--- src/rtl/vid_bank_pkg.sv ---
package vid_bank_pkg;
    localparam int VADDR_W = 14;
    localparam int BANK_W  = 2;
    localparam int ROM_W   = 12;
    localparam int PADDR_W = VADDR_W + BANK_W;
    localparam int TAG_W   = VADDR_W - ROM_W;

    typedef enum logic [1:0] {
        SRC_IDLE = 2'd0,
        SRC_RAM  = 2'd1,
        SRC_CHAR = 2'd2
    } src_e;
endpackage

--- src/rtl/vid_bank_win.sv ---
module vid_bank_win #(
    parameter int TAG_W   = 2,
    parameter int WIN_IDX = 1
) (
    input  logic [TAG_W-1:0] tag,
    output logic             hit
);
    localparam logic [TAG_W-1:0] WIN_TAG = TAG_W'(WIN_IDX);

    always_comb begin
        hit = (tag == WIN_TAG);
    end
endmodule

--- src/rtl/vid_bank_base.sv ---
module vid_bank_base #(
    parameter int VADDR_W    = 14,
    parameter int BANK_W     = 2,
    parameter bit INVERT_SEL = 1'b1
) (
    input  logic [VADDR_W-1:0]        vaddr,
    input  logic [BANK_W-1:0]         bank_sel,
    output logic [VADDR_W+BANK_W-1:0] phys
);
    generate
        if (INVERT_SEL) begin : g_inv
            always_comb phys = {~bank_sel, vaddr};
        end else begin : g_dir
            always_comb phys = {bank_sel, vaddr};
        end
    endgenerate
endmodule

--- src/rtl/vid_bank_agen.sv ---
module vid_bank_agen
    import vid_bank_pkg::*;
#(
    parameter int WIN_IDX = 1
) (
    input  logic               clk,
    input  logic               rst_n,
    input  logic [VADDR_W-1:0] vaddr,
    input  logic [BANK_W-1:0]  bank_sel,
    output logic [PADDR_W-1:0] ram_addr,
    output logic [ROM_W-1:0]   rom_off,
    output logic               rom_sel
);
    logic               win_hit;
    logic [PADDR_W-1:0] phys_nxt;
    src_e               state_q, state_d;

    vid_bank_win #(.TAG_W(TAG_W), .WIN_IDX(WIN_IDX)) u_win (
        .tag (vaddr[VADDR_W-1:ROM_W]),
        .hit (win_hit)
    );

    vid_bank_base #(.VADDR_W(VADDR_W), .BANK_W(BANK_W), .INVERT_SEL(1'b1)) u_base (
        .vaddr    (vaddr),
        .bank_sel (bank_sel),
        .phys     (phys_nxt)
    );

    // Next-state selection: GO_CHAR / GO_RAM from any state
    always_comb begin
        state_d = SRC_IDLE;
        unique case (state_q)
            SRC_IDLE, SRC_RAM, SRC_CHAR: state_d = win_hit ? SRC_CHAR : SRC_RAM;
            default:                     state_d = SRC_IDLE;
        endcase
    end

    // State register (GO_IDLE on reset)
    always_ff @(posedge clk) begin
        if (!rst_n) state_q <= SRC_IDLE;
        else        state_q <= state_d;
    end

    // Registered address outputs
    always_ff @(posedge clk) begin
        if (!rst_n) begin
            ram_addr <= '0;
            rom_off  <= '0;
        end else begin
            ram_addr <= phys_nxt;
            rom_off  <= vaddr[ROM_W-1:0];
        end
    end

    always_comb rom_sel = (state_q == SRC_CHAR);

    // Assertions
    p_reset_r1: assert property (@(posedge clk)
        !$past(rst_n) |-> (ram_addr == '0 && rom_off == '0 && !rom_sel));

    p_latency_r2: assert property (@(posedge clk) disable iff (!rst_n)
        $past(rst_n) |-> (ram_addr[VADDR_W-1:0] == $past(vaddr)));

    p_bank_inv_r4: assert property (@(posedge clk) disable iff (!rst_n)
        $past(rst_n) |-> (ram_addr[PADDR_W-1:VADDR_W] == ~$past(bank_sel)));

    p_overlay_r5: assert property (@(posedge clk) disable iff (!rst_n)
        $past(rst_n) |-> (rom_sel == ($past(vaddr[VADDR_W-1:ROM_W]) == TAG_W'(WIN_IDX))));

    p_offset_r6: assert property (@(posedge clk) disable iff (!rst_n)
        $past(rst_n) |-> (rom_off == $past(vaddr[ROM_W-1:0])));

    p_state_legal_r5: assert property (@(posedge clk) disable iff (!rst_n)
        $past(rst_n) |-> (state_q != SRC_IDLE));
endmodule

--- config.mk ---
export PLATFORM = sky130hd
export DESIGN_NAME = vid_bank_agen
export DESIGN_NICKNAME = d
export VERILOG_FILES = /design/src/rtl/vid_bank_pkg.sv /design/src/rtl/vid_bank_win.sv /design/src/rtl/vid_bank_base.sv /design/src/rtl/vid_bank_agen.sv
export SDC_FILE = /design/constraint.sdc
export NUM_CORES = 1
export LEC_CHECK = 0
export BUFFER_PORTS_ARGS = -buffer_cell sky130_fd_sc_hd__buf_2
export CORE_UTILIZATION = 33
export DETAILED_ROUTE_END_ITERATION = 8
export MAX_ROUTING_LAYER = met4
export PLACE_DENSITY = 0.71
export RECOVER_POWER = 25
export SKIP_LAST_GASP = 1
export SYNTH_ARGS = -nofsm -noshare
export SYNTH_HDL_FRONTEND = slang
export SYNTH_SLANG_ARGS = --single-unit
--- constraint.sdc ---
create_clock -name clk -period 0.8 [get_ports clk]
set_input_delay 0.12 -clock clk [delete_from_list [all_inputs] [get_ports clk]]
set_output_delay 0.12 -clock clk [all_outputs]
set_load 0.01 [all_outputs]
======== Yosys cells after proc, flatten, opt, wreduce, memory -nomap -nowiden ========
Cells that the tools add are included.
storage, ports and cells
  register bits ........................... 30
  bits in latches ......................... 0
  bits in writable memories ............... 0
  bits in read-only memories .............. 0
  input port bits ......................... 18
  output and inout bits ................... 29
  word-level logic and storage cells ...... 11
  memories kept ........................... 0
operators by class
  add/subtract/negate cells ............... 0
  multiply operators ...................... 0
  divide/modulo/power cells ............... 0
  magnitude comparators ................... 0
  eq/ne operators ......................... 3
  shift-type cells ........................ 0
  muxes and demuxes ....................... 1
  bitwise operators ....................... 1
  reduce and logical (&&, ||, !) cells .... 3
operators with widths
  kind                count
  $eq 2x1->1 const B  2
  $reduce_or 3->1     1
  $eq 2x2->1 const B  1
  $logic_not 2->1     1
  $mux 2              1
  $not 2->2           1
  $reduce_and 2->1    1

======== Logic depth before layout (Yosys ltp) ========
Gate-level depths: netlist of run 1.
  word-level depth ........................ 3
  mapped depth ............................ 2
  mapped depth without buffers ............ 2

======== Hierarchy ========
From an unflattened synthesis of run 1, not the netlist that was laid out.
second synthesis, totals
  cells, all modules ...................... 83
  area total of the unflattened synthesis .. 950.9 um2
modules (own cells, without submodules)
  module         instances  cells an instance  area each (um2)  sequential area each (um2)
  vid_bank_agen  1          66                 824.5            600.6
  vid_bank_base  1          16                 112.6            0.0
  vid_bank_win   1          1                  13.8             0.0

======== Worst setup path after synthesis of run 1 ========
No wires, ideal clock.
  path type ............................... register to output
  start point ............................. reg state_q[1]
  end point ............................... out rom_sel
  data arrival time ....................... 0.506 ns
  data required time ...................... 0.680 ns
  setup slack ............................. 0.174 ns
  stages on the path, launching flop included .. 2
  path buffers ............................ 0
  cell sequence ........................... dfxtp_1 -> nor2b_1
on the way
  word-level cells in the longest chain between the ends .. 1
RTL lines
  item                    RTL line             source
  start, declared         vid_bank_agen.sv:16  src_e state_q, state_d;
  start signal, assigned  vid_bank_agen.sv:41  else state_q <= state_d;
  $eq 2x2->1              vid_bank_agen.sv:55  always_comb rom_sel = (state_q == SRC_CHAR);
  end, declared           vid_bank_agen.sv:12  output logic rom_sel
No other way between the ends.

======== Worst setup path after layout of run 1 ========
Ends and elaborated chain as after synthesis.

==> results of run 1 <==
[kinds of logic (layout without fill, tap and decap cells)]
group / Yosys count / in the layout / share of synthesized area, %
buffers and inverters: 13 / 52 / 16.1
flip-flops: 18 / 18 / 61.1
AND/OR/NAND/NOR: 21 / 21 / 22.7
[per-stage QoR]
stage	setup WS [ns]	cell area, um^2
global placement	0.127	762
finish	-0.177	963
global route	-0.211	963
detailed placement	0.114	762
CTS	-0.180	916
floorplan	0.174	589
[cell usage in the layout (no fill, tap or decap)]
cell           count
clkbuf_4           3
nor2b_1            3
buf_6             24
dfxtp_2           13
and2_0             2
and2_1            12
and3b_1            1
dlygate4sd3_1      2
nand2_1            1
and3_1             1
nand2b_1           1
dfxtp_1            5
clkbuf_1           2
buf_2             21
[Yosys cell counts]
| cell type | number |
|---|---|
| nor2b_1 | 3 |
| and2_1 | 13 |
| and3_1 | 1 |
| and2_4 | 1 |
| dfxtp_1 | 18 |
| clkbuf_2 | 1 |
| nand2_1 | 1 |
| buf_4 | 12 |
| and3b_1 | 1 |
| nand2b_1 | 1 |
[timing repair]
item	4_1_cts	5_1_grt
hold buffers	2	0
hold endpoints to repair	2	0
resized for setup	25	12
setup endpoints to repair	29	29
[worst min-delay path by stage]
stage / from / end / cells past startpoint
finish: vaddr[3] / ram_addr[3] / 2
CTS: vaddr[8] / ram_addr[8] / 2
floorplan: bank_sel[0] / ram_addr[14] / 1
detailed placement: bank_sel[0] / ram_addr[14] / 2
global route: vaddr[8] / ram_addr[8] / 2
global placement: bank_sel[1] / ram_addr[15] / 2
[layout make-up]
type,instances,area [um^2]
fillers,142,631
flip-flops and latches,18,377
clock buffers,3,22.5
well taps,24,30.0
repair buffers,49,403
multi-input cells,21,131
[registers in the layout, summed over array words and instances (netlist names)]
register  count
state_q       2
ram_addr     16
[worst register-to-register path: stages (launching register included)]
cell and delay, ns:
dfxtp_1 0.35, nand2_1 0.07, and3b_1 0.16
[metal layers]
metal  GRT usage (%)  up-vias  wire length (um)
met2            21.5       36               617
met3            4.49        0               131
met4            7.27        0                 0
li1                -      225                 -
met1            12.8      213               395
met5               -        -                 0
[power breakdown]
group,total [W],switching (W),internal [W]
registers,0.000985,0.0000329,0.000952
clock network,0.000418,0.000243,0.000174
logic,0.000275,0.0000962,0.000179
total,0.00168,0.000372,0.00131
==> metrics.txt, run 1 <==
# TYPE chip_impl_metric gauge
chip_impl_metric{name="fraction_of_final_layout_cells_sized_beyond_drive_strength_1",unit="%"} 67.0
chip_impl_metric{name="setup_viol",unit=""} 29
chip_impl_metric{name="post_drt_wl_per_cell",unit="um"} 9.94
chip_impl_metric{name="postLayoutSetupSlackWorst",unit="ns"} -0.177
chip_impl_metric{name="grt_pass1_vias",unit=""} 471
chip_impl_metric{name="ir_drop",unit="mV"} 1.06
chip_impl_info{name="criticalPathCategory",value="reg2out"} 1
chip_impl_metric{name="flow.area_growth_from_synthesis",unit="%"} 63.5
chip_impl_metric{name="via_count",unit=""} 474
chip_impl_metric{name="globalplace.congestion",unit=""} 0.699
chip_impl_metric{name="post-place-cells",unit=""} 110
chip_impl_metric{name="final.setup.tns",unit="ns"} -1.52
chip_impl_metric{name="final_core_util",unit="%"} 60.4
chip_impl_metric{name="worstPathBufferInverterCount",unit=""} 1
chip_impl_metric{name="critPathRequiredTime",unit="ns"} 0.68
chip_impl_metric{name="avgViaCountPerCell",unit=""} 4.12
chip_impl_metric{name="finalWorstPathRequiredPeriod",unit="ns"} 0.977
chip_impl_metric{name="die_area",unit="mm^2"} 0.00196
chip_impl_info{name="synth_largest_area_cell",value="dfxtp_1"} 1
chip_impl_metric{name="layout.nets",unit=""} 111
chip_impl_info{name="crit_path_cell_trace",value="nor2b_1 > buf_2"} 1
chip_impl_metric{name="diodes",unit=""} 0
chip_impl_info{name="critical-path-top-delay-family",value="flip-flops"} 1
chip_impl_metric{name="p_per_area",unit="mW/mm^2"} 1740
chip_impl_metric{name="total_power",unit="W"} 0.00168
chip_impl_metric{name="grt_start_max_net_pins",unit=""} 13
chip_impl_metric{name="cts-root-to-sink-buffers",unit=""} 2
chip_impl_info{name="critical_path_slowest_stage_cell",value="dfxtp_2"} 1
chip_impl_metric{name="synth.lib_cells_used.distinct",unit=""} 10
chip_impl_info{name="cts_root_buffer",value="clkbuf_4"} 1
chip_impl_metric{name="placementRows",unit=""} 14
chip_impl_metric{name="post-cts-setup-buffers",unit=""} 0
chip_impl_info{name="violations_in_the_final_reports",value="DRC, setup timing"} 1
chip_impl_info{name="worstSetupEndpointType",value="output pin"} 1
chip_impl_metric{name="critical-path-max-stage-delay",unit="ns"} 0.33
chip_impl_metric{name="effective_utilization_at_floorplan",unit="%"} 37.0
chip_impl_info{name="start_kind",value="flop"} 1
chip_impl_metric{name="instances_no_fill",unit=""} 115
chip_impl_metric{name="tightestPinTransition",unit="ns"} 0.367
chip_impl_metric{name="cts-buffers-inserted",unit=""} 3
chip_impl_metric{name="timing.reg2reg.worst_path_depth",unit=""} 2
chip_impl_metric{name="postSynthNetCount",unit=""} 70
chip_impl_metric{name="timing_max_transition_violations_final",unit=""} 0
chip_impl_metric{name="overflow",unit=""} 0
chip_impl_metric{name="crit_share_post_route",unit="%"} 122
chip_impl_metric{name="ys.warnings.count",unit=""} 0
chip_impl_info{name="r2r_end",value="state_q[1]"} 1
chip_impl_metric{name="fmax",unit="MHz"} 1020
chip_impl_info{name="status",value="finished with violations"} 1
chip_impl_metric{name="detailedRoute.firstIterationViolations",unit=""} 8
chip_impl_metric{name="mappedNetlistArea",unit="um^2"} 589
chip_impl_metric{name="drc",unit=""} 6
chip_impl_metric{name="synth_seq_cells",unit=""} 18
chip_impl_metric{name="route.final.wire_length",unit="um"} 1140
chip_impl_metric{name="number_of_primary_i_o_pins",unit=""} 47
chip_impl_info{name="critPathCapture",value="rom_sel"} 1
chip_impl_metric{name="clkTransAtPathRegs",unit="ns"} 0.10
chip_impl_metric{name="p_leak",unit="nW"} 0.469
chip_impl_metric{name="ys_seq_area_share",unit="%"} 61.1
chip_impl_metric{name="drtPass1Iterations",unit=""} 6
chip_impl_metric{name="grt_first_pass_wirelength",unit="um"} 1740
chip_impl_metric{name="antenna_violations_before_repair",unit=""} 0
chip_impl_metric{name="r2r_slack",unit="ns"} 0.12
chip_impl_metric{name="clock_skew_after_layout",unit="ns"} 0.0000510
chip_impl_metric{name="area_share_of_the_largest_cell_type_after_synthesis",unit="%"} 61.1
chip_impl_metric{name="dieWidth",unit="um"} 44.3
chip_impl_info{name="holdCritPathClass",value="in2reg"} 1
chip_impl_metric{name="synthesis.area_per_instance",unit="um^2"} 11.3
chip_impl_metric{name="relative_slew_slack",unit="%"} 75.5
chip_impl_metric{name="clock_sinks",unit=""} 18
chip_impl_metric{name="hold_violations",unit=""} 0
chip_impl_info{name="critical_path.reg2reg.startpoint",value="state_q[0]"} 1
chip_impl_metric{name="fin_worst_hold_slack",unit="ns"} 0.0373
chip_impl_metric{name="dieHeight",unit="um"} 44.3
chip_impl_metric{name="cp.depth",unit=""} 2
chip_impl_info{name="timing.critical_path.from",value="state_q[1]"} 1
chip_impl_metric{name="placement.io_buffers",unit=""} 46
chip_impl_info{name="setup_repair_after_global_routing_missed_its_margin",value="yes"} 1
chip_impl_metric{name="crit_arrival",unit="ns"} 0.86
chip_impl_info{name="cts_tree",value="done"} 1
chip_impl_metric{name="worst_skew_pair.late_latency",unit="ns"} 0.28
chip_impl_metric{name="max_cap_violations",unit=""} 0
chip_impl_metric{name="grt.total_usage",unit="%"} 12.8
chip_impl_info{name="synth_top_cells_by_area",value="dfxtp_1 61%, buf_4 15%, and2_1 14%"} 1
chip_impl_metric{name="route.antenna.remaining_nets",unit=""} 0
chip_impl_metric{name="cp_max_fo",unit=""} 2
chip_impl_metric{name="floorplan.core_area",unit="mm^2"} 0.00159
chip_impl_metric{name="cts-htree-levels",unit=""} 1
chip_impl_metric{name="syn_inst",unit=""} 52
chip_impl_metric{name="place_hpwl",unit="um"} 814
(Power assumes the default switching activity.)
==> inputs of run 2 (changes only) <==
Settings changed: CORE_UTILIZATION 33 to 39, PLACE_DENSITY 0.71 to 0.79, SETUP_SLACK_MARGIN set to 0.02.
Clock period 0.8 ns to 1.15 ns, I/O delays scaled along.
==> run 2 against run 1 <==
The flow now finishes without violations. Critical path depth unchanged. Register-to-register slack improved by 0.38 ns. Hold slack got worse by 0.0072 ns. Cell count decreased by 10%. Power decreased by 35%. Global-route usage decreased by 0.081 points. Routed wire length decreased by 19%. Sequential power decreased by 32%.
==> metrics.txt, run 2 (same netlist as run 1, synthesis figures left out) <==
# TYPE chip_impl_metric gauge
chip_impl_metric{name="route.antenna.remaining_nets",unit=""} 0
chip_impl_info{name="critical-path-top-delay-family",value="flip-flops"} 1
chip_impl_metric{name="clock_power_share",unit="%"} 26.5
chip_impl_metric{name="grt_start_max_net_pins",unit=""} 18
chip_impl_info{name="status",value="finished clean"} 1
chip_impl_metric{name="clock_sinks",unit=""} 18
chip_impl_info{name="critical_path.reg2reg.startpoint",value="state_q[0]"} 1
chip_impl_info{name="crit_path_cell_trace",value="nor2b_1 > buf_2"} 1
chip_impl_metric{name="largest_register_ff_count",unit=""} 16
chip_impl_metric{name="r2r_slack",unit="ns"} 0.50
chip_impl_metric{name="overflow",unit=""} 0
chip_impl_metric{name="avgViaCountPerCell",unit=""} 4.25
chip_impl_metric{name="grt_first_pass_wirelength",unit="um"} 1240
chip_impl_info{name="r2r_end",value="state_q[1]"} 1
chip_impl_metric{name="number_of_primary_i_o_pins",unit=""} 47
chip_impl_metric{name="final_core_util",unit="%"} 56.7
chip_impl_metric{name="met1_usage",unit="%"} 13.4
chip_impl_info{name="criticalPathCategory",value="reg2out"} 1
chip_impl_info{name="hold_start",value="bank_sel[1]"} 1
chip_impl_metric{name="tightestPinTransition",unit="ns"} 0.493
chip_impl_metric{name="globalplace.congestion",unit=""} 0.616
chip_impl_metric{name="min_delay_path_depth",unit=""} 2
chip_impl_metric{name="p_per_area",unit="mW/mm^2"} 1430
chip_impl_metric{name="flow.area_growth_from_synthesis",unit="%"} 29.9
chip_impl_metric{name="fill_cells",unit=""} 127
chip_impl_info{name="layout.cells.most_common",value="buf_2"} 1
chip_impl_metric{name="grt.total_usage",unit="%"} 12.7
chip_impl_metric{name="route.final.wire_length",unit="um"} 931
chip_impl_metric{name="cp_max_fo",unit=""} 2
chip_impl_info{name="holdCritPathClass",value="in2reg"} 1
chip_impl_metric{name="fmax",unit="MHz"} 964
chip_impl_metric{name="layout.nets",unit=""} 108
chip_impl_metric{name="placementRows",unit=""} 13
chip_impl_info{name="hold_path_end",value="ram_addr[15]"} 1
chip_impl_metric{name="max_cap_violations",unit=""} 0
chip_impl_metric{name="fin_worst_hold_slack",unit="ns"} 0.0301
chip_impl_metric{name="final.setup.tns",unit="ns"} 0
chip_impl_info{name="largest_registers",value="ram_addr: 16 flops, state_q: 2 flops"} 1
chip_impl_info{name="critical_path_slowest_stage_cell",value="dfxtp_2"} 1
chip_impl_metric{name="antenna_violations_before_repair",unit=""} 0
chip_impl_info{name="setup_repair_after_global_routing_missed_its_margin",value="no"} 1
chip_impl_metric{name="relative_slew_slack",unit="%"} 67.2
chip_impl_metric{name="timing_max_transition_violations_final",unit=""} 0
chip_impl_metric{name="grtUsageMet3",unit="%"} 5.98
chip_impl_metric{name="grt.met2_usage",unit="%"} 16.8
chip_impl_metric{name="sw_share",unit="%"} 22.3
chip_impl_info{name="cts_tree",value="done"} 1
chip_impl_metric{name="critPathRequiredTime",unit="ns"} 0.98
chip_impl_info{name="cts_root_buffer",value="clkbuf_4"} 1
chip_impl_metric{name="diodes",unit=""} 0
chip_impl_metric{name="worstPathBufferInverterCount",unit=""} 1
chip_impl_metric{name="critical-path-max-stage-delay",unit="ns"} 0.33
chip_impl_metric{name="setup_viol",unit=""} 0
chip_impl_metric{name="cts-htree-levels",unit=""} 1
chip_impl_metric{name="ir_drop",unit="mV"} 0.865
chip_impl_metric{name="finalWorstPathRequiredPeriod",unit="ns"} 1.04
chip_impl_metric{name="dieWidth",unit="um"} 40.9
chip_impl_info{name="biggest_register",value="ram_addr"} 1
chip_impl_info{name="timing.critical_path.from",value="state_q[1]"} 1
chip_impl_metric{name="grt_pass1_vias",unit=""} 298
chip_impl_metric{name="clkTransAtPathRegs",unit="ns"} 0.09
chip_impl_metric{name="postLayoutCellArea",unit="um^2"} 766
chip_impl_metric{name="area_post_placement",unit="um^2"} 743
chip_impl_metric{name="dieHeight",unit="um"} 40.9
chip_impl_metric{name="worst_skew_pair.late_latency",unit="ns"} 0.28
chip_impl_metric{name="cts-buffers-inserted",unit=""} 3
chip_impl_metric{name="cts-root-to-sink-buffers",unit=""} 2
chip_impl_metric{name="drc",unit=""} 0
chip_impl_info{name="start_kind",value="flop"} 1
chip_impl_metric{name="effective_utilization_at_floorplan",unit="%"} 43.7
chip_impl_metric{name="hold_buffers",unit=""} 0
chip_impl_metric{name="hold_violations",unit=""} 0
chip_impl_info{name="layout_common_cells",value="45 x buf_2, 17 x dfxtp_1, 11 x and2_1"} 1
chip_impl_metric{name="crit_arrival",unit="ns"} 0.87
chip_impl_metric{name="post_drt_wl_per_cell",unit="um"} 9.04
chip_impl_metric{name="drtPass1Iterations",unit=""} 2
chip_impl_metric{name="via_count",unit=""} 438
chip_impl_metric{name="crit_share_post_route",unit="%"} 90.2
chip_impl_metric{name="detailedRoute.firstIterationViolations",unit=""} 4
chip_impl_metric{name="floorplan.core_area",unit="mm^2"} 0.00135
chip_impl_info{name="grt.busiest_layer",value="met2"} 1
chip_impl_metric{name="fraction_of_final_layout_cells_sized_beyond_drive_strength_1",unit="%"} 56.8
chip_impl_metric{name="die_area",unit="mm^2"} 0.00167
chip_impl_metric{name="p_leak",unit="nW"} 0.426
chip_impl_metric{name="clock_skew_after_layout",unit="ns"} 0.0000361
chip_impl_info{name="worstSetupEndpointType",value="output pin"} 1
chip_impl_metric{name="post-place-cells",unit=""} 100
chip_impl_metric{name="p_int",unit="W"} 0.000851
chip_impl_metric{name="comb_power_share",unit="%"} 12.4
chip_impl_metric{name="instances_no_fill",unit=""} 103
chip_impl_metric{name="timing.reg2reg.worst_path_depth",unit=""} 2
chip_impl_metric{name="power.share.sequential",unit="%"} 61.1
chip_impl_metric{name="placement.io_buffers",unit=""} 46
chip_impl_metric{name="net-switching-power",unit="W"} 0.000244
-- run 2: cell type report --
| type | count | area, um^2 | area share [%] |
|---|---|---|---|
| clock buffers | 3 | 22.5 | 2.94 |
| well taps | 15 | 18.8 | 2.45 |
| repair buffers | 46 | 229 | 29.9 |
| multi-input cells | 21 | 134 | 17.5 |
| flip-flops and latches | 18 | 362 | 47.2 |
-- run 2: timing repair --
item	4_1_cts	5_1_grt
hold endpoints to repair	0	0
gates resized for setup	0	1
endpoints found under the setup margin	0	1
buffers inserted	0	0
-- run 2: worst max path at each step --
stage                 end  depth (start not counted)  slack, ns
3_3_place_gp   state_q[1]                          3       0.36
4_1_cts           rom_sel                          2       0.08
2_1_floorplan     rom_sel                          1       0.47
6_report          rom_sel                          2       0.11
3_5_place_dp   state_q[1]                          3       0.34
5_1_grt           rom_sel                          2       0.04
-- run 2: power by group through the flow --
| stage | Clock (W) | Sequential, W | Combinational, W |
|---|---|---|---|
| floorplan | 0 | 0.000700 | 0.0000707 |
| global placement | 0 | 0.000682 | 0.000137 |
| detailed placement | 0 | 0.000684 | 0.000138 |
| CTS | 0.000304 | 0.000669 | 0.000139 |
| global route | 0.000340 | 0.000674 | 0.000153 |
| finish | 0.000290 | 0.000668 | 0.000136 |
-- run 2: per-stage QoR --
step	power (W)	worst slack (ns)
CTS	0.00111	0.0765
detailed placement	0.000822	0.335
floorplan	0.000771	0.472
finish	0.00109	0.112
global placement	0.000819	0.356
global route	0.00117	0.0368
-- run 2: per-layer routing --
layer	wire length [um]	up-vias
met2	412	33
met3	128	2
met4	8	0
met5	0	-
li1	-	219
met1	382	184
-- run 2: worst register-to-register path, stage by stage, from the launching register on --
cell	delay, ns
dfxtp_1	0.33
nand2_1	0.06
and3b_1	0.15
==> inputs of run 3 (changes only) <==
Settings changed: PLACE_DENSITY 0.79 to 0.8.
==> run 3 against run 2 <==
Fmax shrank 1.9%. Via count up 1.4%. Power is 7.4% higher. Core utilization rose by 0.93 points. Highest routed layer is now met3.
==> metrics.txt, run 3 (same netlist as run 1, synthesis figures left out) <==
# TYPE chip_impl_metric gauge
chip_impl_metric{name="crit_arrival",unit="ns"} 0.89
chip_impl_metric{name="ir_drop",unit="mV"} 0.832
chip_impl_metric{name="setup_viol",unit=""} 0
chip_impl_metric{name="timing.reg2reg.worst_path_depth",unit=""} 2
chip_impl_metric{name="number_of_primary_i_o_pins",unit=""} 47
chip_impl_info{name="worstSetupEndpointType",value="output pin"} 1
chip_impl_metric{name="p_per_area",unit="mW/mm^2"} 1510
chip_impl_metric{name="die_area",unit="mm^2"} 0.00167
chip_impl_metric{name="critPathRequiredTime",unit="ns"} 0.98
chip_impl_metric{name="postLayoutSetupSlackWorst",unit="ns"} 0.0920
chip_impl_metric{name="crit_share_post_route",unit="%"} 92.0
chip_impl_metric{name="dieHeight",unit="um"} 40.9
chip_impl_metric{name="effective_utilization_at_floorplan",unit="%"} 43.7
chip_impl_info{name="hold_start",value="bank_sel[1]"} 1
chip_impl_metric{name="fmax",unit="MHz"} 945
chip_impl_metric{name="avgViaCountPerCell",unit=""} 4.27
chip_impl_metric{name="layout.nets",unit=""} 108
chip_impl_metric{name="cts-root-to-sink-buffers",unit=""} 2
chip_impl_metric{name="grt_pass1_vias",unit=""} 331
chip_impl_metric{name="min_delay_path_depth",unit=""} 2
chip_impl_metric{name="antenna_violations_before_repair",unit=""} 0
chip_impl_metric{name="grt_start_max_net_pins",unit=""} 18
chip_impl_info{name="status",value="finished clean"} 1
chip_impl_metric{name="p_leak",unit="nW"} 0.434
chip_impl_metric{name="clock_sinks",unit=""} 18
chip_impl_metric{name="grt_first_pass_wirelength",unit="um"} 1190
chip_impl_metric{name="overflow",unit=""} 0
chip_impl_metric{name="fill_cells",unit=""} 120
chip_impl_metric{name="post_drt_wl_per_cell",unit="um"} 8.89
chip_impl_metric{name="place_hpwl",unit="um"} 724
chip_impl_info{name="largest_registers",value="ram_addr: 16 flops, state_q: 2 flops"} 1
chip_impl_metric{name="fraction_of_final_layout_cells_sized_beyond_drive_strength_1",unit="%"} 56.2
chip_impl_info{name="critical_path.reg2reg.startpoint",value="state_q[0]"} 1
chip_impl_metric{name="drtPass1Iterations",unit=""} 2
chip_impl_metric{name="diodes",unit=""} 0
chip_impl_metric{name="globalplace.congestion",unit=""} 0.624
chip_impl_metric{name="dieWidth",unit="um"} 40.9
chip_impl_metric{name="hold_buffers",unit=""} 0
chip_impl_info{name="biggest_register",value="ram_addr"} 1
chip_impl_info{name="criticalPathCategory",value="reg2out"} 1
chip_impl_metric{name="register_area",unit="um^2"} 360
chip_impl_metric{name="dp_worst_setup_slack",unit="ns"} 0.318
chip_impl_metric{name="route.final.wire_length",unit="um"} 925
chip_impl_metric{name="tightestPinTransition",unit="ns"} 0.533
chip_impl_info{name="r2r_end",value="state_q[1]"} 1
chip_impl_info{name="crit_path_cell_trace",value="nor2b_1 > buf_2"} 1
chip_impl_metric{name="detailedRoute.firstIterationViolations",unit=""} 3
chip_impl_info{name="hold_path_end",value="ram_addr[15]"} 1
chip_impl_metric{name="r2r_slack",unit="ns"} 0.49
chip_impl_metric{name="placement.io_buffers",unit=""} 46
chip_impl_info{name="setup_repair_after_global_routing_missed_its_margin",value="no"} 1
chip_impl_info{name="layout.cells.most_common",value="buf_2"} 1
chip_impl_metric{name="timing_max_transition_violations_final",unit=""} 0
chip_impl_info{name="layout_common_cells",value="45 x buf_2, 18 x dfxtp_1, 12 x and2_1"} 1
chip_impl_metric{name="cts-buffers-inserted",unit=""} 3
chip_impl_metric{name="cp_max_fo",unit=""} 2
chip_impl_metric{name="placementRows",unit=""} 13
chip_impl_metric{name="final.setup.tns",unit="ns"} 0
chip_impl_metric{name="floorplan.core_area",unit="mm^2"} 0.00135
chip_impl_info{name="cts_root_buffer",value="clkbuf_4"} 1
chip_impl_metric{name="flow.area_growth_from_synthesis",unit="%"} 32.1
chip_impl_info{name="critical_path_slowest_stage_cell",value="dfxtp_1"} 1
chip_impl_metric{name="critical-path-max-stage-delay",unit="ns"} 0.34
chip_impl_metric{name="via_count",unit=""} 444
chip_impl_info{name="cts_tree",value="done"} 1
chip_impl_metric{name="cts-htree-levels",unit=""} 1
chip_impl_metric{name="relative_slew_slack",unit="%"} 64.5
chip_impl_info{name="holdCritPathClass",value="in2reg"} 1
chip_impl_metric{name="total_power",unit="W"} 0.00118
chip_impl_metric{name="clkTransAtPathRegs",unit="ns"} 0.10
chip_impl_metric{name="multi_input_combinational_cell_area",unit="um^2"} 134
chip_impl_metric{name="drc",unit=""} 0
chip_impl_metric{name="finalWorstPathRequiredPeriod",unit="ns"} 1.06
chip_impl_metric{name="grt.total_usage",unit="%"} 11.8
chip_impl_metric{name="clock_skew_after_layout",unit="ns"} 0.0000183
chip_impl_metric{name="route.antenna.remaining_nets",unit=""} 0
chip_impl_metric{name="hold_violations",unit=""} 0
chip_impl_metric{name="max_cap_violations",unit=""} 0
chip_impl_metric{name="worst_skew_pair.late_latency",unit="ns"} 0.28
chip_impl_info{name="start_kind",value="flop"} 1
chip_impl_metric{name="post-cts-setup-buffers",unit=""} 0
chip_impl_metric{name="resized_after_cts",unit=""} 0
chip_impl_metric{name="largest_register_ff_count",unit=""} 16
## run 3: cell types whose count changed in the layout (fill, tap and decap cells not counted), sizes merged
cell	delta
clkbuf	+1
## run 3: critical path, delay by kind of cell (launching register included)
family	cells	cell delay, ns
buffers and inverters	1	0.14
DFF	1	0.34
and+or+nand+nor	1	0.13
## run 3: worst max path at each step
stage                    start         end  slack [ns]  cells after the start
global placement         rst_n  state_q[1]        0.35                      3
detailed placement       rst_n  state_q[1]        0.32                      3
CTS                 state_q[1]     rom_sel        0.08                      2
finish              state_q[1]     rom_sel        0.09                      2
floorplan           state_q[1]     rom_sel        0.47                      1
global route        state_q[1]     rom_sel        0.03                      2
## run 3: area by class of cell
| cell class | instances | area share [%] |
|---|---|---|
| repair buffers | 46 | 29.4 |
| well taps | 15 | 2.41 |
| flip-flops and latches | 18 | 46.3 |
| multi-input cells | 21 | 17.2 |
| clock buffers | 4 | 4.66 |
## run 3: layer usage
metal  GRT usage [%]  vias up  part of all wire (%)
li1                -      220                     -
met1            11.2      191                    40
met2            20.7       33                    47
met3            3.26        0                    13
met4            7.50        0                     0
met5               -        -                     0
## run 3: through the flow
| step | instances | instance area, um^2 | hold WS (ns) | utilization, % |
|---|---|---|---|---|
| final | 104 | 778 | 0.0319 | 57.6 |
| after global routing | 104 | 778 | 0.0126 | 57.6 |
| after CTS | 104 | 779 | 0.0226 | 57.7 |
| after detailed placement | 100 | 743 | 0.332 | 55.1 |
| after global placement | 100 | 743 | 0.329 | 55.1 |
| after floorplan | 52 | 589 | 0.244 | - |
## run 3: power breakdown
group          internal, W  switching [W]
clock network     0.000192       0.000178
registers         0.000657      0.0000108
logic            0.0000725      0.0000641
